File: src/rtl/wag_pkg.sv
package wag_pkg;
  typedef enum logic [1:0] {
    ROT_0   = 2'd0,
    ROT_90  = 2'd1,
    ROT_180 = 2'd2,
    ROT_270 = 2'd3
  } rot_e;

  typedef enum logic {
    SEQ_ORIENT = 1'b0,
    SEQ_WINDOW = 1'b1
  } seq_e;

  localparam logic [7:0] OP_COL_LO   = 8'h00;
  localparam logic [7:0] OP_COL_HI   = 8'h10;
  localparam logic [7:0] OP_PG_LO    = 8'h60;
  localparam logic [7:0] OP_PG_HI    = 8'h70;
  localparam logic [7:0] OP_ADDR_CTL = 8'h88;
  localparam logic [7:0] OP_MAP      = 8'hC0;

  localparam int ORIENT_LEN = 2;
  localparam int WINDOW_LEN = 4;
endpackage

File: src/rtl/wag_orient_enc.sv
module wag_orient_enc
  import wag_pkg::*;
(
  input  rot_e       rot_i,
  output logic [7:0] ctl_o,
  output logic [7:0] map_o
);
  logic page_first, neg_inc, wrap;
  logic mirror_y, mirror_x, nib_order;

  always_comb begin
    page_first = rot_i[0];
    neg_inc    = 1'b0;
    wrap       = 1'b1;
    // Y mirror for the half-turn pair, X mirror where both code bits agree
    mirror_y   = rot_i[1];
    mirror_x   = ~(rot_i[0] ^ rot_i[1]);
    nib_order  = 1'b0;
    ctl_o = OP_ADDR_CTL | {5'd0, neg_inc, page_first, wrap};
    map_o = OP_MAP | {5'd0, mirror_y, mirror_x, nib_order};
  end
endmodule

File: src/rtl/wag_addr_enc.sv
module wag_addr_enc
  import wag_pkg::*;
#(
  parameter int COORD_W = 8
) (
  input  rot_e                           rot_i,
  input  logic [COORD_W-1:0]             xs_i,
  input  logic [COORD_W-1:0]             ys_i,
  output logic [WINDOW_LEN-1:0][7:0]     bytes_o
);
  logic [COORD_W-1:0] col, row;
  logic [3:0] col_lo, col_hi, pg_lo, pg_hi;

  always_comb begin
    // quarter turns swap the axes
    col    = rot_i[0] ? ys_i : xs_i;
    row    = rot_i[0] ? xs_i : ys_i;
    col_lo = 4'(col);
    col_hi = 4'(col >> 4);
    pg_lo  = 4'(row >> 1);
    pg_hi  = 4'(row >> 5);
    bytes_o[0] = OP_COL_LO | {4'd0, col_lo};
    bytes_o[1] = OP_COL_HI | {4'd0, col_hi};
    bytes_o[2] = OP_PG_LO  | {4'd0, pg_lo};
    bytes_o[3] = OP_PG_HI  | {4'd0, pg_hi};
  end
endmodule

File: src/rtl/wag_seq.sv
module wag_seq
  import wag_pkg::*;
#(
  localparam int IDX_W = $clog2(WINDOW_LEN)
) (
  input  logic             clk_i,
  input  logic             rst_ni,
  input  logic             orient_req_i,
  input  logic             win_req_i,
  input  logic             cmd_ready_i,
  output logic             orient_acc_o,
  output logic             win_acc_o,
  output logic             busy_o,
  output seq_e             kind_o,
  output logic [IDX_W-1:0] idx_o
);
  logic busy_q, last;
  seq_e kind_q;
  logic [IDX_W-1:0] idx_q;

  assign orient_acc_o = ~busy_q & orient_req_i;
  assign win_acc_o    = ~busy_q & win_req_i & ~orient_req_i;

  always_comb begin
    if (kind_q == SEQ_WINDOW) last = (idx_q == IDX_W'(WINDOW_LEN - 1));
    else                      last = (idx_q == IDX_W'(ORIENT_LEN - 1));
  end

  always_ff @(posedge clk_i or negedge rst_ni) begin
    if (!rst_ni) begin
      busy_q <= 1'b0;
      kind_q <= SEQ_ORIENT;
      idx_q  <= '0;
    end else if (!busy_q) begin
      if (orient_acc_o || win_acc_o) begin
        busy_q <= 1'b1;
        kind_q <= orient_acc_o ? SEQ_ORIENT : SEQ_WINDOW;
        idx_q  <= '0;
      end
    end else if (cmd_ready_i) begin
      if (last) busy_q <= 1'b0;
      else      idx_q  <= idx_q + 1'b1;
    end
  end

  assign busy_o = busy_q;
  assign kind_o = kind_q;
  assign idx_o  = idx_q;
endmodule

File: src/rtl/wag_cmd_gen.sv
module wag_cmd_gen
  import wag_pkg::*;
#(
  parameter int COORD_W = 8
) (
  input  logic               clk_i,
  input  logic               rst_ni,
  input  logic [1:0]         rot_i,
  input  logic [COORD_W-1:0] xs_i,
  input  logic [COORD_W-1:0] ys_i,
  input  logic               orient_req_i,
  output logic               orient_ready_o,
  input  logic               win_req_i,
  output logic               win_ready_o,
  output logic               cmd_valid_o,
  input  logic               cmd_ready_i,
  output logic [7:0]         cmd_byte_o,
  output logic               cmd_dc_o
);
  localparam int IDX_W = $clog2(WINDOW_LEN);

  logic orient_acc, win_acc, busy;
  seq_e kind;
  logic [IDX_W-1:0] idx;
  rot_e rot_q;
  logic [COORD_W-1:0] xs_q, ys_q;
  logic [7:0] ctl_byte, map_byte;
  logic [WINDOW_LEN-1:0][7:0] win_bytes;

  wag_seq u_seq (
    .clk_i        (clk_i),
    .rst_ni       (rst_ni),
    .orient_req_i (orient_req_i),
    .win_req_i    (win_req_i),
    .cmd_ready_i  (cmd_ready_i),
    .orient_acc_o (orient_acc),
    .win_acc_o    (win_acc),
    .busy_o       (busy),
    .kind_o       (kind),
    .idx_o        (idx)
  );

  // operands captured at acceptance only
  always_ff @(posedge clk_i or negedge rst_ni) begin
    if (!rst_ni) begin
      rot_q <= ROT_0;
      xs_q  <= '0;
      ys_q  <= '0;
    end else if (orient_acc || win_acc) begin
      rot_q <= rot_e'(rot_i);
      xs_q  <= xs_i;
      ys_q  <= ys_i;
    end
  end

  wag_orient_enc u_orient (
    .rot_i (rot_q),
    .ctl_o (ctl_byte),
    .map_o (map_byte)
  );

  wag_addr_enc #(.COORD_W(COORD_W)) u_addr (
    .rot_i   (rot_q),
    .xs_i    (xs_q),
    .ys_i    (ys_q),
    .bytes_o (win_bytes)
  );

  always_comb begin
    if (kind == SEQ_WINDOW) cmd_byte_o = win_bytes[idx];
    else                    cmd_byte_o = idx[0] ? map_byte : ctl_byte;
  end

  assign cmd_valid_o    = busy;
  assign cmd_dc_o       = 1'b0;
  assign orient_ready_o = ~busy;
  assign win_ready_o    = ~busy & ~orient_req_i;
endmodule

File: config.mk
export PLATFORM = sky130hd
export DESIGN_NAME = wag_cmd_gen
export DESIGN_NICKNAME = d
export VERILOG_FILES = /design/src/rtl/wag_pkg.sv /design/src/rtl/wag_orient_enc.sv /design/src/rtl/wag_addr_enc.sv /design/src/rtl/wag_seq.sv /design/src/rtl/wag_cmd_gen.sv
export SDC_FILE = /design/constraint.sdc
export NUM_CORES = 1
export LEC_CHECK = 0
export BUFFER_PORTS_ARGS = -buffer_cell sky130_fd_sc_hd__buf_2
export CAP_MARGIN = 0
export CORE_MARGIN = 2
export CORE_UTILIZATION = 40
export CTS_CLUSTER_DIAMETER = 80
export DETAILED_ROUTE_END_ITERATION = 16
export PLACE_DENSITY = 0.73
export SYNTH_ARGS = -nofsm -noshare
export SYNTH_HDL_FRONTEND = slang
export SYNTH_HIERARCHICAL = 1
export SYNTH_SLANG_ARGS = --single-unit
File: constraint.sdc
create_clock -name clk_i -period 5.6 [get_ports clk_i]
set_input_delay 1.4 -clock clk_i [delete_from_list [all_inputs] [get_ports clk_i]]
set_output_delay 1.4 -clock clk_i [all_outputs]
set_load 0.02 [all_outputs]
# --- After elaboration in Yosys (flattened, before gate mapping) ---
# Index checks and enable logic that the tools add are counted.
word_totals:
  out_inout_bits: 12
  word_cells: 40
  inputBits: 23
  regBits: 22
op_classes:
  order_cmp: 1
  muxes: 16
  n_eq_ne: 4
  addsub: 1
  reduce_logical: 4
  bitwise_logic: 8
ops:
  columns: ["operator", "count"]
  rows:
  - ["8-bit two-way mux", 4]
  - ["8-bit binary-select mux with 2-bit select", 1]
  - ["2-bit two-way mux", 4]
  - ["7-bit two-way mux", 1]
  - ["1-bit two-way mux", 6]
  - ["1-bit bitwise AND", 4]
  - ["2-bit != test, second input constant", 2]
  - ["2-bit by 3-bit < comparator with 1-bit output, second input constant", 1]
  - ["1-bit NOT", 3]
  - ["3-bit AND reduction", 1]
  - ["2-bit by 1-bit adder with 2-bit output, second input constant", 1]
  - ["2-bit by 1-bit equality test with 1-bit output, second input constant", 1]
  - ["2-bit equality test, second input constant", 1]
  - ["2-bit AND reduction", 1]
  - ["2-bit nonzero test", 1]
  - ["1-bit logical OR", 1]
  - ["1-bit XOR", 1]

# --- Logic depth before layout (Yosys ltp) ---
depth:
  ltp_word: 6
  depth_mapped: 5

# --- By module ---
# The synthesis kept the hierarchy.
modules_own_cells:
  columns: ["module", "n_inst", "area_each_um2", "seq_area_each_um2", "cells_per_inst"]
  rows:
  - ["wag_cmd_gen", 1, 1121.1, 450.4, 70]
  - ["wag_addr_enc", 1, 372.9, 0.0, 36]
  - ["wag_seq", 1, 215.2, 100.1, 20]
  - ["wag_orient_enc", 1, 136.4, 0.0, 19]

# --- Worst setup path before layout ---
# Ideal clock, no wire load.
synth_timing:
  kind: "reg2out"
  from: "register rot_q[0]"
  to: "output cmd_byte_o[0]"
  stages_incl_launch_ff: 6
  required_time_ns: 4.200
  setup_slack_ns: 2.444
  n_path_buf: 2
  arrival_time_ns: 1.756
  path_cell_list: "dfrtp_1 buf_6 buf_12 mux2_4 mux2_4 mux4_2"
synth_rtl:
  columns: ["element", "line", "source"]
  rows:
  - ["start, declared", "wag_cmd_gen.sv:25", "rot_e rot_q;"]
  - ["start signal, assigned", "wag_cmd_gen.sv:50", "rot_q <= rot_e'(rot_i);"]
  - ["end, declared", "wag_cmd_gen.sv:17", "output logic [7:0] cmd_byte_o,"]

==> flow_summary.yaml <==
setup_path:
  r2r_cells: 4
  rrSetupSlack_ns: 3.61
  slowest_stage: "dfrtp_1"
  critPathMaxStageDelay_ns: 0.87
  crit_required_ns: 4.20
  reg2reg_to: "rot_q[1]"
  end_kind: "output port"
  worst-path-buf-inv: 1
  cp.arrival_ns: 2.46
  crit_fanout: 18
  crit_chain: "mux2_2, mux2_2, mux4_2, buf_2"
  crit_top_cell: "mux2_2"
  crit_path_start_kind: "flip-flop"
  cpLargestDelayFamily: "multiplexers"
  worstSetupPathType: "flip-flop to output port"
  timing.rr.start: "u_seq/busy_o"
sta:
  timing.final.crit_share_pct: 68.9
  fin_setup_tns_ns: 0
  min_period_ns: 3.86
  fin_ws_ns: 1.74
  slew_headroom_pct: 38.7
  skew_ns: 0.00279
  setup_viol: 0
  tightest_slew_ns: 0.918
  fin_hold_ws_ns: 0.509
  hold_viol: 0
  slew_violations: 0
  fmax_mhz: 259
  rsz0062_at_grt: "false"
floorplanning:
  die_y_um: 71.9
  die_area_um2: 5170
  dieWidth_um: 71.9
  ios: 35
  rows: 24
  start_util_pct: 41.8
  placeableCoreArea_um2: 4410
placed_design:
  pre_cts_slack_ns: 2.03
  hpwl_um: 2050
  gp_congestion: 0.765
  placement.io_buffers: 33
synth:
  synth_area_per_cell_um2: 12.7
  synth-async-reset-ratio_pct: 100
  synth_cell_type_count: 29
  synth_top_area_share_pct: 29.8
  synth_area_leaders: "dfrtp_1 (30%), mux2_2 (18%), mux2_4 (16%)"
  synth.most_common_cell: "buf_4"
  synth_warnings: 6
  synth.top_cells.by_count: "buf_4 (34), mux2_2 (29), dfrtp_1 (22)"
  netlist_area_um2: 1850
  ys_seq_area_share_pct: 29.8
  netlist_instances: 145
  synth_top_area_cell: "dfrtp_1"
  ys.flop_type: "dfrtp_1"
  ys_ff_latch: 22
  synth_edf_count: 0
power:
  p_leak_nw: 0.905
  power_density_nw_per_um2: 594
  clock_power_share_pct: 10.1
  sw_frac_of_total_pct: 36.0
  switchingPower_uw: 406
  vdd_drop_max_mv: 0.256
  seqPwrFrac_pct: 33.8
  p_int_uw: 721
  power_frac_comb_pct: 56.1
  power_mw: 1.13
final_layout:
  fin_nets: 191
  drive_above_1_share_pct: 58.7
  utilization_pct: 43.0
  area_growth_pct: 2.78
  num_antenna_cells: 0
route:
  first_iter_violations: 22
  ant_nets: 0
  drc_errors: 0
  wirelength_um: 2680
  via_count: 1021
  vias_per_cell: 4.66
  routedWlPerCell_um: 12.2
  drtPass1Iterations: 4
clocking:
  cts_resized: 0
  insertion_delay_ns: 0.26
  clock_path_buffers: 2
  clock_sinks: 22
  cts_made_buffers: 3
  post_cts_buffers: 0
  htree_num_levels: 1
  cts_tree: "built"
  path_clk_slew_ns: 0.08
  ctsHoldBuffers: 0
  clockRootBuffer: "clkbuf_8"
min_path:
  hold-path-endpoint: "xs_q[0]"
  hold_class: "flip-flop to flip-flop"
  min_path_cells: 1
  hold_start: "xs_q[0]"
global_route:
  grt_max_degree: 23
  antenna_found_initial: 0
  grtUsageTotal_pct: 10.8
  grt_pass1_vias: 973
  grt_pass1_wl_um: 4370
  grt-ovfl-total: 0
run_status:
  status: "finished, final reports clean"
flow_run:
  maxCapViolCount: 0
[final cells by class]
class	count	area, um^2
fillers	429	2520
multi-input cells	106	1050
flip-flops and latches	22	551
repair buffers	33	165
well taps	52	65.1
clock buffers	4	55.1
inverters	2	7.51
[through the flow]
| stage | std cells | instance area [um^2] |
|---|---|---|
| floorplan | 171 | 1940 |
| global placement | 215 | 1840 |
| detailed placement | 215 | 1840 |
| CTS | 219 | 1900 |
| global route | 219 | 1900 |
| finish | 219 | 1900 |
[worst max path at each step]
stage,cells past startpoint,endpoint,from
floorplan,5,cmd_byte_o[0],rot_q[0]
global placement,4,cmd_byte_o[3],rot_q[0]
detailed placement,4,cmd_byte_o[3],rot_q[0]
CTS,4,cmd_byte_o[3],rot_q[0]
global route,4,cmd_byte_o[2],rot_q[0]
finish,4,cmd_byte_o[3],rot_q[0]
[layer usage]
| layer | up-vias | global-route usage (%) | wire length, um |
|---|---|---|---|
| li1 | 495 | - | - |
| met4 | 0 | 3.14 | 30 |
| met3 | 2 | 2.22 | 122 |
| met2 | 23 | 20.2 | 1440 |
| met5 | - | 0 | 0 |
| met1 | 501 | 12.5 | 1080 |
[power groups by stage]
stage                     registers (mW)  logic (mW)  clock network (mW)
final                              0.381       0.632               0.114
after floorplan                    0.299       0.663                   0
after detailed placement           0.387       0.639                   0
after CTS                          0.385       0.643               0.118
after global placement             0.384       0.629                   0
after global routing               0.400       0.678               0.124
[cells by family (layout without fill, tap and decap cells)]
kind of cell	count (synthesis)	count (layout)	share of synthesized area, %
multiplexers	57	57	43.7
buffers and inverters	43	39	18.4
flip-flops	22	22	29.8
AND/OR/NAND/NOR	11	11	3.80
other	5	31	1.02
AO/OA/AOI/OAI	5	5	2.30
XOR/XNOR	2	2	0.949
[cells in the final DEF (no fill, tap or decap)]
cell	count
nor2b_1	1
mux2_2	29
xnor2_1	1
o21ai_0	1
nor4b_1	1
a21oi_1	1
mux2_4	20
nor2_2	1
nor2_1	2
and4_2	1
o32a_1	1
nand3_1	1
a22oi_2	1
buf_2	33
mux4_2	8
nand2b_1	1
nand2_1	1
a311o_1	1
inv_1	2
conb_1	31
or3b_1	1
xor2_1	1
dfrtp_1	22
and3_2	1
clkbuf_8	4
[sequential cells by signal, summed over array words and instances (netlist names)]
| name | cells |
|---|---|
| rot_q | 2 |
| u_seq/busy_o | 1 |
| u_seq/idx_o | 2 |
| u_seq/kind_o | 1 |
| xs_q | 8 |
| ys_q | 8 |
No activity file was read; power rests on OpenSTA's default activity.
